--- src/rtl/mdio_pkg.sv ---
`timescale 1ns/1ps
package mdio_pkg;

    localparam int DATA_W = 16;
    localparam int ADDR_W = 5;

    typedef enum logic [2:0] {
        ST_PRE,
        ST_START,
        ST_OP,
        ST_ADDR,
        ST_TA,
        ST_WDATA,
        ST_RDATA
    } mf_state_e;

    // register addresses decoded by the station manager
    localparam logic [ADDR_W-1:0] RA_CTRL  = 5'd0;
    localparam logic [ADDR_W-1:0] RA_STAT  = 5'd1;
    localparam logic [ADDR_W-1:0] RA_ID1   = 5'd2;
    localparam logic [ADDR_W-1:0] RA_ID2   = 5'd3;
    localparam logic [ADDR_W-1:0] RA_XCTRL = 5'd16;

    // control bits 14:8 after reset: speed and auto-negotiation enable
    localparam logic [6:0] CTRL_DEF = 7'b011_0000;

endpackage

--- src/rtl/mdio_frame_rx.sv ---
`timescale 1ns/1ps
module mdio_frame_rx
    import mdio_pkg::*;
#(
    parameter int PRE_LEN = 32
) (
    input  logic              clk,
    input  logic              rst_n,
    input  logic              mdio_i,
    input  logic [ADDR_W-1:0] my_addr,
    input  logic [DATA_W-1:0] rd_data,
    output logic              mdio_o,
    output logic              mdio_oe,
    output logic              rd_req,
    output logic              rd_done,
    output logic              wr_req,
    output logic [ADDR_W-1:0] reg_addr,
    output logic [DATA_W-1:0] wr_data
);

    localparam int CW = $clog2(PRE_LEN + 1);
    localparam logic [CW-1:0] PRE_MAX  = CW'(PRE_LEN);
    localparam logic [CW-1:0] LAST_TWO = CW'(1);
    localparam logic [CW-1:0] LAST_ADR = CW'(2*ADDR_W - 1);
    localparam logic [CW-1:0] LAST_DAT = CW'(DATA_W - 1);

    mf_state_e         state, nxt;
    logic [CW-1:0]     cnt, nxt_cnt;
    logic [DATA_W-2:0] sh;
    logic              op_rd;
    logic [ADDR_W-1:0] reg_q;
    logic [DATA_W-1:0] tx;
    logic              oe_q;

    // state register
    always_ff @(posedge clk or negedge rst_n) begin
        if (!rst_n) begin
            state <= ST_PRE;
            cnt   <= '0;
        end else begin
            state <= nxt;
            cnt   <= nxt_cnt;
        end
    end

    // next state and bit counter
    always_comb begin
        nxt     = state;
        nxt_cnt = cnt + CW'(1);
        unique case (state)
            ST_PRE: begin
                if (mdio_i) begin
                    nxt_cnt = (cnt == PRE_MAX) ? cnt : cnt + CW'(1);
                end else if (cnt == PRE_MAX) begin
                    nxt     = ST_START;
                    nxt_cnt = '0;
                end else begin
                    nxt_cnt = '0;
                end
            end
            ST_START: begin
                nxt     = mdio_i ? ST_OP : ST_PRE;
                nxt_cnt = '0;
            end
            ST_OP: begin
                if (cnt == LAST_TWO) begin
                    nxt_cnt = '0;
                    if ({sh[0], mdio_i} == 2'b10 || {sh[0], mdio_i} == 2'b01)
                        nxt = ST_ADDR;
                    else
                        nxt = ST_PRE;
                end
            end
            ST_ADDR: begin
                if (cnt == LAST_ADR) begin
                    nxt_cnt = '0;
                    nxt     = (sh[8:4] == my_addr) ? ST_TA : ST_PRE;
                end
            end
            ST_TA: begin
                if (cnt == LAST_TWO) begin
                    nxt_cnt = '0;
                    nxt     = op_rd ? ST_RDATA : ST_WDATA;
                end
            end
            ST_WDATA, ST_RDATA: begin
                if (cnt == LAST_DAT) begin
                    nxt_cnt = '0;
                    nxt     = ST_PRE;
                end
            end
            default: begin
                nxt     = ST_PRE;
                nxt_cnt = '0;
            end
        endcase
    end

    // input shifter and captured frame fields
    always_ff @(posedge clk or negedge rst_n) begin
        if (!rst_n) begin
            sh    <= '0;
            op_rd <= 1'b0;
            reg_q <= '0;
        end else begin
            sh <= {sh[DATA_W-3:0], mdio_i};
            if (state == ST_OP && cnt == LAST_TWO)
                op_rd <= sh[0] & ~mdio_i;
            if (state == ST_ADDR && cnt == LAST_ADR)
                reg_q <= {sh[3:0], mdio_i};
        end
    end

    assign rd_req  = (state == ST_TA) && (cnt == LAST_TWO) && op_rd;
    assign rd_done = (state == ST_RDATA) && (cnt == LAST_DAT);
    assign wr_req  = (state == ST_WDATA) && (cnt == LAST_DAT);
    assign wr_data = {sh, mdio_i};
    assign reg_addr = reg_q;

    // output process: read shifter and driver enable
    always_ff @(posedge clk or negedge rst_n) begin
        if (!rst_n) begin
            tx   <= '0;
            oe_q <= 1'b0;
        end else if (rd_req) begin
            tx   <= rd_data;
            oe_q <= 1'b1;
        end else if (state == ST_RDATA) begin
            tx <= {tx[DATA_W-2:0], 1'b0};
            if (cnt == LAST_DAT)
                oe_q <= 1'b0;
        end
    end

    assign mdio_o  = tx[DATA_W-1];
    assign mdio_oe = oe_q;

endmodule

--- src/rtl/mdio_reg_bank.sv ---
`timescale 1ns/1ps
module mdio_reg_bank
    import mdio_pkg::*;
#(
    parameter logic [DATA_W-1:0] ID_HI = 16'h0282,
    parameter logic [DATA_W-1:0] ID_LO = 16'hF013,
    parameter logic [4:0]        ABIL  = 5'b01111
) (
    input  logic              clk,
    input  logic              rst_n,
    input  logic [ADDR_W-1:0] strap_addr,
    input  logic              rd_req,
    input  logic              rd_done,
    input  logic              wr_req,
    input  logic [ADDR_W-1:0] reg_addr,
    input  logic [DATA_W-1:0] wr_data,
    input  logic              ev_jabber,
    input  logic              ev_remote_fault,
    output logic [ADDR_W-1:0] my_addr,
    output logic [DATA_W-1:0] rd_data,
    output logic [DATA_W-1:0] ctrl_word,
    output logic [DATA_W-1:0] xctrl_word,
    output logic [DATA_W-1:0] stat_word
);

    logic              captured;
    logic [ADDR_W-1:0] addr_q;
    logic [6:0]        ctl_q;
    logic              ovr_q;
    logic              alt_q;
    logic [DATA_W-1:0] id1_q, id2_q;
    logic [1:0]        lh_q;
    logic [1:0]        pend_q;
    logic [1:0]        ev;

    assign ev = {ev_remote_fault, ev_jabber};

    always_ff @(posedge clk or negedge rst_n) begin
        if (!rst_n) begin
            captured <= 1'b0;
            addr_q   <= '0;
            ctl_q    <= CTRL_DEF;
            ovr_q    <= 1'b0;
            alt_q    <= 1'b0;
            id1_q    <= ID_HI;
            id2_q    <= ID_LO;
            lh_q     <= '0;
            pend_q   <= '0;
        end else begin
            lh_q   <= lh_q | ev;
            pend_q <= pend_q | ev;
            if (!captured) begin
                captured <= 1'b1;
                addr_q   <= strap_addr;
                ctl_q[2] <= (strap_addr == '0);
            end
            if (rd_req && reg_addr == RA_STAT)
                pend_q <= ev;
            if (rd_done && reg_addr == RA_STAT)
                lh_q <= pend_q | ev;
            if (wr_req) begin
                case (reg_addr)
                    RA_CTRL: begin
                        if (wr_data[15]) begin
                            ctl_q    <= CTRL_DEF;
                            ctl_q[2] <= (addr_q == '0);
                            ovr_q    <= 1'b0;
                            alt_q    <= 1'b0;
                            id1_q    <= ID_HI;
                            id2_q    <= ID_LO;
                            lh_q     <= ev;
                            pend_q   <= ev;
                        end else begin
                            ctl_q <= wr_data[14:8];
                        end
                    end
                    RA_ID1:   if (ovr_q) id1_q <= wr_data;
                    RA_ID2:   if (ovr_q) id2_q <= wr_data;
                    RA_XCTRL: begin
                        ovr_q <= wr_data[15];
                        alt_q <= wr_data[3];
                    end
                    default: ;
                endcase
            end
        end
    end

    assign my_addr    = addr_q;
    assign ctrl_word  = {1'b0, ctl_q, 8'h00};
    assign xctrl_word = {ovr_q, 4'b0000, addr_q, 2'b00, alt_q, 3'b000};
    assign stat_word  = {ABIL, 6'b000000, lh_q[1], 1'b1, 1'b0, lh_q[0], 1'b1};

    always_comb begin
        unique case (reg_addr)
            RA_CTRL:  rd_data = ctrl_word;
            RA_STAT:  rd_data = stat_word;
            RA_ID1:   rd_data = id1_q;
            RA_ID2:   rd_data = id2_q;
            RA_XCTRL: rd_data = xctrl_word;
            default:  rd_data = '0;
        endcase
    end

endmodule

--- src/rtl/mdio_mgmt_slave.sv ---
`timescale 1ns/1ps
module mdio_mgmt_slave
    import mdio_pkg::*;
#(
    parameter int                PRE_LEN = 32,
    parameter logic [DATA_W-1:0] ID_HI   = 16'h0282,
    parameter logic [DATA_W-1:0] ID_LO   = 16'hF013,
    parameter logic [4:0]        ABIL    = 5'b01111
) (
    input  logic        mdc,
    input  logic        rst_n,
    input  logic [4:0]  strap_addr,
    input  logic        mdio_i,
    output logic        mdio_o,
    output logic        mdio_oe,
    input  logic        ev_jabber,
    input  logic        ev_remote_fault,
    output logic [15:0] ctrl_word,
    output logic [15:0] xctrl_word
);

    logic              rd_req, rd_done, wr_req;
    logic [ADDR_W-1:0] reg_addr, my_addr;
    logic [DATA_W-1:0] wr_data, rd_data, stat_word;

    mdio_frame_rx #(.PRE_LEN(PRE_LEN)) u_rx (
        .clk      (mdc),
        .rst_n    (rst_n),
        .mdio_i   (mdio_i),
        .my_addr  (my_addr),
        .rd_data  (rd_data),
        .mdio_o   (mdio_o),
        .mdio_oe  (mdio_oe),
        .rd_req   (rd_req),
        .rd_done  (rd_done),
        .wr_req   (wr_req),
        .reg_addr (reg_addr),
        .wr_data  (wr_data)
    );

    mdio_reg_bank #(.ID_HI(ID_HI), .ID_LO(ID_LO), .ABIL(ABIL)) u_regs (
        .clk             (mdc),
        .rst_n           (rst_n),
        .strap_addr      (strap_addr),
        .rd_req          (rd_req),
        .rd_done         (rd_done),
        .wr_req          (wr_req),
        .reg_addr        (reg_addr),
        .wr_data         (wr_data),
        .ev_jabber       (ev_jabber),
        .ev_remote_fault (ev_remote_fault),
        .my_addr         (my_addr),
        .rd_data         (rd_data),
        .ctrl_word       (ctrl_word),
        .xctrl_word      (xctrl_word),
        .stat_word       (stat_word)
    );

endmodule

--- config.mk ---
export PLATFORM = sky130hd
export DESIGN_NAME = mdio_mgmt_slave
export DESIGN_NICKNAME = d
export VERILOG_FILES = /design/src/rtl/mdio_pkg.sv /design/src/rtl/mdio_frame_rx.sv /design/src/rtl/mdio_reg_bank.sv /design/src/rtl/mdio_mgmt_slave.sv
export SDC_FILE = /design/constraint.sdc
export NUM_CORES = 1
export LEC_CHECK = 0
export ABC_AREA = 1
export BUFFER_PORTS_ARGS = -buffer_cell sky130_fd_sc_hd__clkbuf_2
export CAP_MARGIN = 25
export CORE_MARGIN = 2
export CORE_UTILIZATION = 60
export DETAILED_ROUTE_END_ITERATION = 10
export GPL_ROUTABILITY_DRIVEN = 0
export GPL_TIMING_DRIVEN = 0
export PLACE_DENSITY = 0.8
export SYNTH_ARGS = -nofsm -noshare
export SYNTH_HDL_FRONTEND = slang
export SYNTH_SLANG_ARGS = --single-unit
--- constraint.sdc ---
create_clock -name mdc -period 4.1 [get_ports mdc]
set_clock_uncertainty 0.1 [all_clocks]
set_input_delay 0.82 -clock mdc [delete_from_list [all_inputs] [get_ports mdc]]
set_output_delay 0.82 -clock mdc [all_outputs]
set_load 0.02 [all_outputs]
==> qor.yml, run 1 <==
status: "completed"
cts_setup_buffers: 0
worst_ep_required_time_ps: 4250
muxShareOfSynthArea: 0
netlist_top_cells_area: "dfrtp_1 43%, nand2_1 13%, dfstp_2 6.4%, o21ai_0 4.4%, nor2_1 4.2%"
via_per_inst: 5.53
die_w_um: 94.8
crit_top_cell: "nand2_1"
synth_top_family_by_area: "simple AND/OR/NAND/NOR gates"
cp_cell_sequence: "ha_1 -> nand3_1 -> clkinv_1 -> nand2_2 -> nor2_4 -> nand2_1 -> inv_1 -> nand2_1 -> o211ai_1 -> nand2_1"
worstPathMaxFanout: 7
synthArstFlopShare: 1.00
cts_buffers: 9
dp_hpwl_um: 8570
dieHeight_um: 94.8
ctsHoldBuffers: 0
overflow: 0
max_stage_delay_ps: 430
via_count: 4249
cts_buffer_depth: 2
area_delta_synth_final_pct: 11.9
syn_inst: 605
mostFrequentLayoutCell: "nand2_1"
drt-initial-drc-count: 358
core_area_um2: 8090
synth_edf_count: 0
cts_tree: "yes"
io_buffers: 25
worst-path-buf-inv: 2
detailedPlace.worstSlack_ps: 1940
ys_types: 33
clock_latency_ps: 370
diodes: 0
critPathTopFamily: "simple AND/OR/NAND/NOR gates"
finalWirelength_um: 11800
nets: 673
drv_slew: 0
grt_max_degree: 69
dr.pass1.iters: 5
yosys.area_share.adder: 0.0101
startpoint_type: "flip-flop"
ys_seq_area_frac: 0.498
worst_hold_slack_ps: 310
p_per_area_nw_per_um2: 334
syn-cell-area_um2: 4950
rsz0062_at_grt: "false"
clk_pin_slew_ps: 100
setup_viol: 0
remaining_drc_errors: 0
critPathCaptureType: "flip-flop"
yosys.area_share.simple: 0.291
grt_pass1_wl_um: 19500
dominantRegCellSynth: "dfrtp_1"
grt_pass1_vias: 3848
vdd_drop_max_uv: 209
p_leak_uw: 0.00282
min_path_type: "primary input to async pin"
boundaryPins: 44
synth-compound-area-share: 0.0983
syn_area_per_cell_um2: 8.18
crit_type: "flip-flop to flip-flop"
cp_slowest_cell: "dfrtp_1"
worst_slack_ps: 1910
track_usage: 0.284
hold_violations: 0
wl_per_cell_um: 15.3
post_cts_resized: 0
die-area_um2: 8990
ys_warn_count: 0
initial_core_util: 0.612
worst_pin_slew_ps: 544
synthXorXnorAreaFrac: 0.00708
worstPathArrival_ps: 2340
netlist.area_leader.share: 0.435
period_share: 0.534
setup_tns_ps: 0
synth_top_area_cell: "dfrtp_1"
relSlewSlack: 0.638
layout_common_cells: "175 x nand2_1, 86 x dfrtp_1, 56 x nor2_1, 44 x o21ai_0, 37 x inv_1"
antenna_found_initial: 0
finish.utilization: 0.685
clock-sinks: 98
ys_seq_elements: 98
fin_crit_ps: 2190
cts.htree.levels: 3
stdcell_area_um2: 5540
ant_nets: 0
cap_violations: 0
layout-drive-gt1-share: 0.181
fmax_ghz: 0.456
placed_area_um2: 5300
num_rows: 33
clock-root-buffer: "clkbuf_8"
==> stage by stage <==
stage / total power [uW] / cells
2_1_floorplan: 1070 / 622
3_3_place_gp: 1110 / 752
3_5_place_dp: 1120 / 753
6_report: 1850 / 769
4_1_cts: 1850 / 769
5_1_grt: 1920 / 769
==> area by class of cell <==
class	count	area, um2
tap	105	131
fill	660	2550
buffer	41	293
clock buffer	9	124
timing repair buffer	26	155
multi-input combinational	439	2090
inverter	44	168
clock inverter	7	116
sequential	98	2470
==> final timing paths <==
check | startpoint | endpoint | slack (ps) | depth (start not counted)
setup / recovery | u_rx.cnt[0] | u_regs.lh_q[1] | 1910 | 10
hold / removal | rst_n | u_regs.ctl_q[2] | 310 | 1
setup reg to reg | u_rx.cnt[0] | u_regs.lh_q[1] | 1910 | 10
hold reg to reg | u_rx.sh[11] | u_rx.sh[12] | 360 | 0
max in group asynchronous | rst_n | u_regs.id2_q[1] | 2860 | 2
min in group mdc | u_rx.sh[11] | u_rx.sh[12] | 360 | 0
==> cells in the mapped netlist (9+ instances only) <==
master and number:
inv_1 37, dfrtp_1 86, nand3_1 34, o21ai_0 44, buf_4 22, a21oi_1 21, nand4_1 30, o21ai_1 19
nor2_1 56, dfstp_2 12, nand2_1 175, buf_2 9
==> power breakdown <==
part | total [uW] | internal, uW | switching [uW]
registers | 1000 | 981 | 22.1
logic | 97.6 | 31.9 | 65.7
clock network | 750 | 405 | 344
==> state kept, by name (all words and copies together), names as in the netlist <==
| signal | flops |
|---|---|
| u_rx.cnt | 6 |
| u_regs.captured | 1 |
| u_rx.op_rd | 1 |
| u_regs.my_addr | 5 |
| u_rx.state | 3 |
| u_regs.ovr_q | 1 |
| u_regs.id1_q | 16 |
| u_regs.id2_q | 16 |
| u_regs.alt_q | 1 |
| u_regs.lh_q | 2 |
| u_rx.mdio_oe | 1 |
| u_rx.reg_addr | 5 |
| u_rx.tx | 16 |
| u_regs.pend_q | 2 |
| u_regs.ctl_q | 7 |
| u_rx.sh | 15 |
==> kinds of logic (layout without fill, tap and decap cells) <==
family,Yosys count,in the layout
xor gates and xnor gates,4,4
buffers and inverters,85,127
other,2,19
and+or+nand+nor,321,321
DFF,98,98
adders and majority gates,4,4
AOI/OAI and AO/OA,91,91
==> routing by layer <==
layer	vias to the layer above	track usage	wire length [um]
li1	2046	-	-
met1	1996	0.400	5170
met2	184	0.444	5470
met3	23	0.0623	887
met4	0	0.0833	233
met5	-	0	0
(Power assumes the default switching activity.)
==> run 2, diff against run 1 <==
--- a/config.mk
+++ b/config.mk
@@ -5,15 +5,15 @@
 export SDC_FILE = /design/constraint.sdc
 export NUM_CORES = 1
 export LEC_CHECK = 0
-export ABC_AREA = 1
+export ABC_AREA = 0
 export BUFFER_PORTS_ARGS = -buffer_cell sky130_fd_sc_hd__clkbuf_2
 export CAP_MARGIN = 25
 export CORE_MARGIN = 2
-export CORE_UTILIZATION = 60
+export CORE_UTILIZATION = 54
 export DETAILED_ROUTE_END_ITERATION = 10
 export GPL_ROUTABILITY_DRIVEN = 0
 export GPL_TIMING_DRIVEN = 0
-export PLACE_DENSITY = 0.8
+export PLACE_DENSITY = 0.76
 export SYNTH_ARGS = -nofsm -noshare
 export SYNTH_HDL_FRONTEND = slang
 export SYNTH_SLANG_ARGS = --single-unit
==> constraint.sdc (replaced) <==
create_clock -name mdc -period 1.8 [get_ports mdc]
set_clock_uncertainty 0.1 [all_clocks]
set_input_delay 0.36 -clock mdc [delete_from_list [all_inputs] [get_ports mdc]]
set_output_delay 0.36 -clock mdc [all_outputs]
set_load 0.02 [all_outputs]
==> run 2 against run 1 <==
Effect of this change:
- the flow now finishes with violations (negative setup slack)
- largest cell class unchanged
- non-clock buffer count is 31 higher
- setup slack lost 2200 ps
- first-iteration DRC count shrank 1.7%
- flip-flop and latch count did not move
- highest routed layer unchanged
- cell count down 13%
==> qor.yml, run 2 <==
multiInputGateArea_um2: 2390  # +15%
vdd_drop_max_uv: 416  # +99%
worst_ep_required_time_ps: 2000  # -2250 ps
worst_slack_ps: -327  # -2240 ps
setup_viol: 75  # +75
dominantRegCellSynth: "dfrtp_1"
syn-cell-area_um2: 4800  # -3.0%
regArea_um2: 2470  # +0.10%
io_buffers: 25  # unchanged
drv_slew: 0  # unchanged
period_share: 1.18  # +0.647
cts_tree: "yes"
dp_hpwl_um: 8060  # -5.9%
core_area_um2: 8680  # +7.2%
track_usage: 0.271  # -0.0129
grt_pass1_vias: 3837  # -0.29%
ant_nets: 0  # unchanged
area_delta_synth_final_pct: 27.5
hp-start: "ev_jabber"
dieHeight_um: 98.3  # +3.7%
grt_pass1_wl_um: 20600  # +5.5%
crit_path_start: "u_rx.reg_addr[2]"
worstPathMaxFanout: 9  # +2
ys_seq_area_frac: 0.514  # +0.0153
mostFrequentLayoutCell: "dfrtp_1"
clock-sinks: 98  # unchanged
diodes: 0  # unchanged
timing.rr.start: "u_rx.reg_addr[2]"
grt_max_degree: 67  # -2.9%
synthArstFlopShare: 1.00  # unchanged
cp_cell_sequence: "or3_1 -> buf_6 -> or4_4 -> buf_4 -> nor4_2 -> a21oi_2"
ys_types: 56  # +70%
rsz0062_at_grt: "true"
netlist.area_leader.share: 0.448  # +0.0134
ys_seq_elements: 98  # unchanged
syn_area_per_cell_um2: 9.92  # +21%
fin_crit_ps: 2130  # -63.5 ps
worst_pin_slew_ps: 669  # +125 ps
cts.htree.levels: 3  # unchanged
die-area_um2: 9660  # +7.5%
die_w_um: 98.3  # +3.7%
worstRegToRegCells: 6  # -4
fillers: 628  # -4.8%
synth_edf_count: 0  # unchanged
layout-drive-gt1-share: 0.376  # +0.195
rrSetupSlack_ps: -330  # -2240 ps
top_regs: "u_regs.id1_q: 16 flops, u_regs.id2_q: 16 flops, u_rx.tx: 16 flops"
netlist_top_cells_area: "dfrtp_1 45%, dfstp_2 6.6%, mux2_2 4.2%, o21ai_0 3.6%, buf_4 3.3%"
violations: "negative setup slack"
syn_inst: 484  # -20%
startpoint_type: "flip-flop"
clock-root-buffer: "clkbuf_8"
clock_latency_ps: 380  # about the same
min_to: "u_regs.lh_q[0]"
via_per_inst: 5.97  # +8.0%
r2r_end: "u_regs.id2_q[0]"
status: "complete, but fails checks"
hold_violations: 0  # unchanged
cts_buffer_depth: 2  # unchanged
finish.utilization: 0.705  # +0.0207
max_stage_delay_ps: 600  # +170 ps
dr.pass1.iters: 6  # +1
nets: 574  # -15%
synth_top_area_cell: "dfrtp_1"
placed_cells: 635  # -16%
hold_depth: 2
p_leak_uw: 0.00272  # -3.7%
cp_slowest_cell: "or4_4"
initial_core_util: 0.553  # -0.0583
boundaryPins: 44  # unchanged
critPathCaptureType: "flip-flop"
via_count: 4011  # -5.6%
worstPathArrival_ps: 2320  # -20 ps
relSlewSlack: 0.550  # -0.0877
antenna_found_initial: 0  # unchanged
fmax_ghz: 0.470  # +3.0%
synth.most_common_cell: "dfrtp_1"
clk_pin_slew_ps: 90  # about the same
cts_buffers: 9  # unchanged
min_path_type: "primary input to flip-flop"
cap_violations: 0  # unchanged
ys_warn_count: 0  # unchanged
final_cells: 672  # -13%
num_rows: 34  # +3.0%
overflow: 0  # unchanged
drt-initial-drc-count: 352  # -1.7%
ys_top_cells_by_count: "86 x dfrtp_1, 39 x nand2_1, 39 x nor2_1"
layout_common_cells: "84 x dfrtp_1, 39 x buf_4, 36 x nand2_1, 33 x nor2_1, 30 x clkbuf_2"
remaining_drc_errors: 0  # unchanged
p_per_area_nw_per_um2: 690  # +110%
finalWirelength_um: 12900  # +9.8%
crit_type: "flip-flop to flip-flop"
wl_per_cell_um: 19.2  # +26%
-- run 2: per-stage QoR --
stage                     area (um2)  power (uW)  setup TNS, ps  hold WS [ps]  setup slack, ps
after detailed placement        5250        2600         -28990           277             -641
final                           6120        4220         -16130          89.7             -327
after global placement          5220        2590        -109390           338             -926
after global routing            6120        4360         -21660          76.3             -393
after floorplan                 4960        2480          -9220         -35.6             -268
after CTS                       5990        4220         -13430          77.4             -308
-- run 2: cell type report --
type / instances / share of cell area
Multi-Input combinational cell: 323 / 0.391
Clock buffer: 10 / 0.0225
Tap cell: 108 / 0.0221
Inverter: 30 / 0.0184
Buffer: 46 / 0.0628
Clock inverter: 5 / 0.0141
Timing Repair Buffer: 52 / 0.0660
Sequential cell: 98 / 0.404
-- run 2: timing repair --
item                                    in CTS  in global routing
endpoints found under the hold margin       25                  0
pin swaps                                   18                  6
buffers inserted                            19                  4
endpoints found under the setup margin      76                 76
cloned                                       3                  0
hold buffers                                 1                  0
gates resized for setup                    103                 23
-- run 2: routing by layer --
metal / up-vias / wire length, um / global-route usage
met5: - / 0 / 0
met2: 155 / 6350 / 0.441
met3: 34 / 755 / 0.0530
met4: 0 / 325 / 0.0790
met1: 2000 / 5480 / 0.374
li1: 1822 / - / -
-- run 2: how the worst max path moves through the flow --
stage,to,depth (start not counted)
2_1_floorplan,u_regs.id2_q[12],7
4_1_cts,u_rx.state[0],8
3_5_place_dp,u_rx.tx[5],7
6_report,u_regs.id2_q[0],6
5_1_grt,u_regs.id2_q[13],7
3_3_place_gp,u_regs.my_addr[3],1
-- run 2: where the power goes --
group	internal [uW]	switching [uW]
Sequential	2240	65.8
Clock	826	794
Combinational	119	176
Total	3190	1040
-- run 2: logic make-up after synthesis --
family	share of synthesized area
AND/OR/NAND/NOR	0.169
adder cells (fa/ha/maj)	0.0104
buffers and inverters	0.0826
XOR/XNOR	0.0146
AO/OA/AOI/OAI	0.154
other	0.00156
flip-flops	0.514
multiplexers	0.0547
-- run 2: worst max-delay path, delay by kind of cell (launching register included) --
kind	cells	cell delay, ps
buffers and inverters	2	330
DFF	1	420
AOI/OAI and AO/OA	1	50
and+or+nand+nor	3	1140
==> run 3, diff against run 2 <==
--- a/config.mk
+++ b/config.mk
@@ -6,7 +6,7 @@
 export NUM_CORES = 1
 export LEC_CHECK = 0
 export ABC_AREA = 0
-export BUFFER_PORTS_ARGS = -buffer_cell sky130_fd_sc_hd__clkbuf_2
+export BUFFER_PORTS_ARGS = -buffer_cell sky130_fd_sc_hd__buf_4
 export CAP_MARGIN = 25
 export CORE_MARGIN = 2
 export CORE_UTILIZATION = 54
==> constraint.sdc (replaced) <==
create_clock -name mdc -period 1.8 [get_ports mdc]
set_clock_uncertainty 0.1 [all_clocks]
set_input_delay 0.09 -clock mdc [delete_from_list [all_inputs] [get_ports mdc]]
set_output_delay 0.09 -clock mdc [all_outputs]
set_load 0.02 [all_outputs]
==> run 3 against run 2 <==
Effect of this change:
- the flow still finishes with violations (negative setup slack)
- combinational power is 11% higher
- sequential power about the same
- wire length grew 6.5%
- hold slack improved by 110 ps
- utilization increased by 4.6 points
- setup slack worse by 54 ps
- count of clock-buffer cells in the layout did not move
- fmax is 2.5% lower
- cell area grew 6.6%
- die area unchanged
- sequential share of layout area fell by 2.4 points
- first-iteration DRC count is 11% lower
- critical path type unchanged
- critical endpoint is now u_rx.state[0]
- largest power group unchanged
==> qor.yml, run 3 (synthesis results as in run 2) <==
p_leak_uw: 0.00283  # +4.1%
clock-root-buffer: "clkbuf_8"
via_count: 4198  # +4.7%
p_switching_uw: 1060  # +1.9%
overflow: 0  # unchanged
fin_crit_ps: 2180  # +53.9 ps
fillers: 567  # -9.7%
cap_violations: 0  # unchanged
nets: 597  # +4.0%
num_rows: 34  # unchanged
grt_pass1_wl_um: 22100  # +7.0%
die-area_um2: 9660  # unchanged
violations: "negative setup slack"
cp_slowest_cell: "or4b_4"
boundaryPins: 44  # unchanged
crit_path_start: "u_rx.cnt[1]"
dr.pass1.iters: 5  # -1
cts.htree.levels: 3  # unchanged
worst_ep_required_time_ps: 1990  # about the same
clock-sinks: 98  # unchanged
wl_per_cell_um: 19.7  # +2.8%
detailedPlace.worstSlack_ps: -539  # +101 ps
grt_max_degree: 53  # -21%
power_frac_seq: 0.557  # +0.011
track_usage: 0.291  # +0.0201
clock_power_share: 0.364  # -0.020
layout-drive-gt1-share: 0.415  # +0.0391
relSlewSlack: 0.541  # -0.00851
diodes: 0  # unchanged
mostFrequentLayoutCell: "dfrtp_1"
io_buffers: 25  # unchanged
worstRegToRegCells: 8  # +2
startpoint_type: "flip-flop"
internal_power_uw: 3090  # -3.0%
die_w_um: 98.3  # unchanged
critPathCaptureType: "flip-flop"
status: "complete, but fails checks"
drt-initial-drc-count: 314  # -11%
grt_pass1_vias: 4126  # +7.5%
dieHeight_um: 98.3  # unchanged
core_area_um2: 8680  # unchanged
min_path_type: "primary input to async pin"
via_per_inst: 6.03  # +1.1%
worstPathArrival_ps: 2370  # +50 ps
drv_slew: 0  # unchanged
rsz0062_at_grt: "true"
rrSetupSlack_ps: -380  # -50 ps
cp_cell_sequence: "inv_2 -> ha_4 -> or4b_4 -> o21ai_4 -> a21oi_2 -> a311oi_4 -> buf_12 -> mux2i_1"
clk_pin_slew_ps: 110  # +20 ps
setup_viol: 77  # +2.7%
vdd_drop_max_uv: 579  # +39%
worst_pin_slew_ps: 688  # +18.9 ps
ant_nets: 0  # unchanged
max_stage_delay_ps: 490  # -110 ps
critPathCapture: "u_rx.state[0]"
remaining_drc_errors: 0  # unchanged
cts_tree: "yes"
swShare: 0.255  # +0.00930
fmax_ghz: 0.458  # -2.5%
cts_buffers: 9  # unchanged
finalWirelength_um: 13700  # +6.5%
p_per_area_nw_per_um2: 636  # -7.9%
layout_common_cells: "81 x dfrtp_1, 67 x buf_4, 34 x nor2_1, 33 x nand2_1, 29 x inv_1"
timing.rr.start: "u_rx.cnt[1]"
worstPathMaxFanout: 8  # -1
hold_violations: 0  # unchanged
worst_slack_ps: -381  # -53.9 ps
top_regs: "u_regs.id1_q: 16 flops, u_regs.id2_q: 16 flops, u_rx.tx: 16 flops"
r2r_end: "u_rx.state[0]"
power_frac_comb: 0.079  # +0.009
initial_core_util: 0.553  # unchanged
final_cells: 696  # +3.6%
area_delta_synth_final_pct: 35.9
dp_hpwl_um: 8080  # +0.18%
placed_cells: 635  # unchanged
antenna_found_initial: 0  # unchanged
cts_buffer_depth: 2  # unchanged
crit_type: "flip-flop to flip-flop"
clock_latency_ps: 370  # about the same
period_share: 1.21  # +0.0299
run 3: changes by cell type in the layout (fill, tap and decap cells not counted), moves of 5 or more:
cell / previous run / this run
buf_6: 11 / 19
mux2_4: 5 / 0
clkbuf_2: 30 / 7
a221oi_2: 1 / 8
o21ai_1: 15 / 23
dlygate4sd3_1: 1 / 9
mux2_2: 13 / 18
a221oi_1: 8 / 0
buf_4: 39 / 67
clkbuf_4: 6 / 1
o21ai_0: 15 / 10
run 3: power groups by stage:
| stage | combinational, uW | sequential [uW] | clock [uW] |
|---|---|---|---|
| after floorplan | 147 | 2340 | 0 |
| after global placement | 256 | 2340 | 0 |
| after detailed placement | 269 | 2340 | 0 |
| after CTS | 321 | 2310 | 1510 |
| after global routing | 362 | 2320 | 1610 |
| final | 329 | 2310 | 1510 |
run 3: what timing repair did:
action                                  CTS  global route
hold buffers                              9             0
endpoints found under the hold margin    58             0
pin swaps                                43            18
setup buffers                            24             6
endpoints found under the setup margin   76            77
gates cloned                              8             1
gates resized for setup                 139            21
run 3: worst min path at each step:
stage                           to  cells after the start            start  slack (ps)
finish                  u_rx.tx[4]                      2            rst_n         200
global route            u_rx.tx[4]                      2            rst_n         270
CTS                     u_rx.tx[4]                      2            rst_n         220
detailed placement     u_rx.tx[12]                      1            rst_n          80
global placement    u_regs.lh_q[1]                      2  ev_remote_fault         180
floorplan             u_regs.alt_q                      0            rst_n        -310
run 3: final cells by class:
type	instances	area, um2	share of cell area
multi-input cells	325	2480	0.381
clock inverters	6	72.6	0.0111
inverters	30	113	0.0173
well taps	108	135	0.0207
flip-flops and latches	98	2470	0.379
plain buffers	47	438	0.0671
clock buffers	10	138	0.0211
repair buffers	72	672	0.103
run 3: metal layers:
metal / up-vias / global-route usage / wire length (um)
met5: - / 0 / 0
met4: 0 / 0.102 / 546
met3: 49 / 0.0587 / 794
met2: 183 / 0.478 / 6960
met1: 2084 / 0.388 / 5440
li1: 1882 / - / -
run 3: through the flow:
step | setup TNS [ps] | hold slack [ps] | utilization | power (uW) | cell area [um2]
2_1_floorplan | -9220 | -306 | - | 2480 | 4960
3_3_place_gp | -26680 | 183 | 0.608 | 2600 | 5280
3_5_place_dp | -27620 | 78.6 | 0.612 | 2610 | 5310
4_1_cts | -15440 | 223 | 0.736 | 4130 | 6390
5_1_grt | -24900 | 265 | 0.752 | 4290 | 6520
6_report | -18860 | 195 | 0.752 | 4150 | 6520
run 3: worst max-delay path: cells and delay by family (launching register included):
kind / cells / cell delay, ps
AND/OR/NAND/NOR: 1 / 490
flip-flops: 1 / 430
adder cells (fa/ha/maj): 1 / 130
AO/OA/AOI/OAI: 3 / 520
multiplexers: 1 / 170
buffers and inverters: 2 / 270
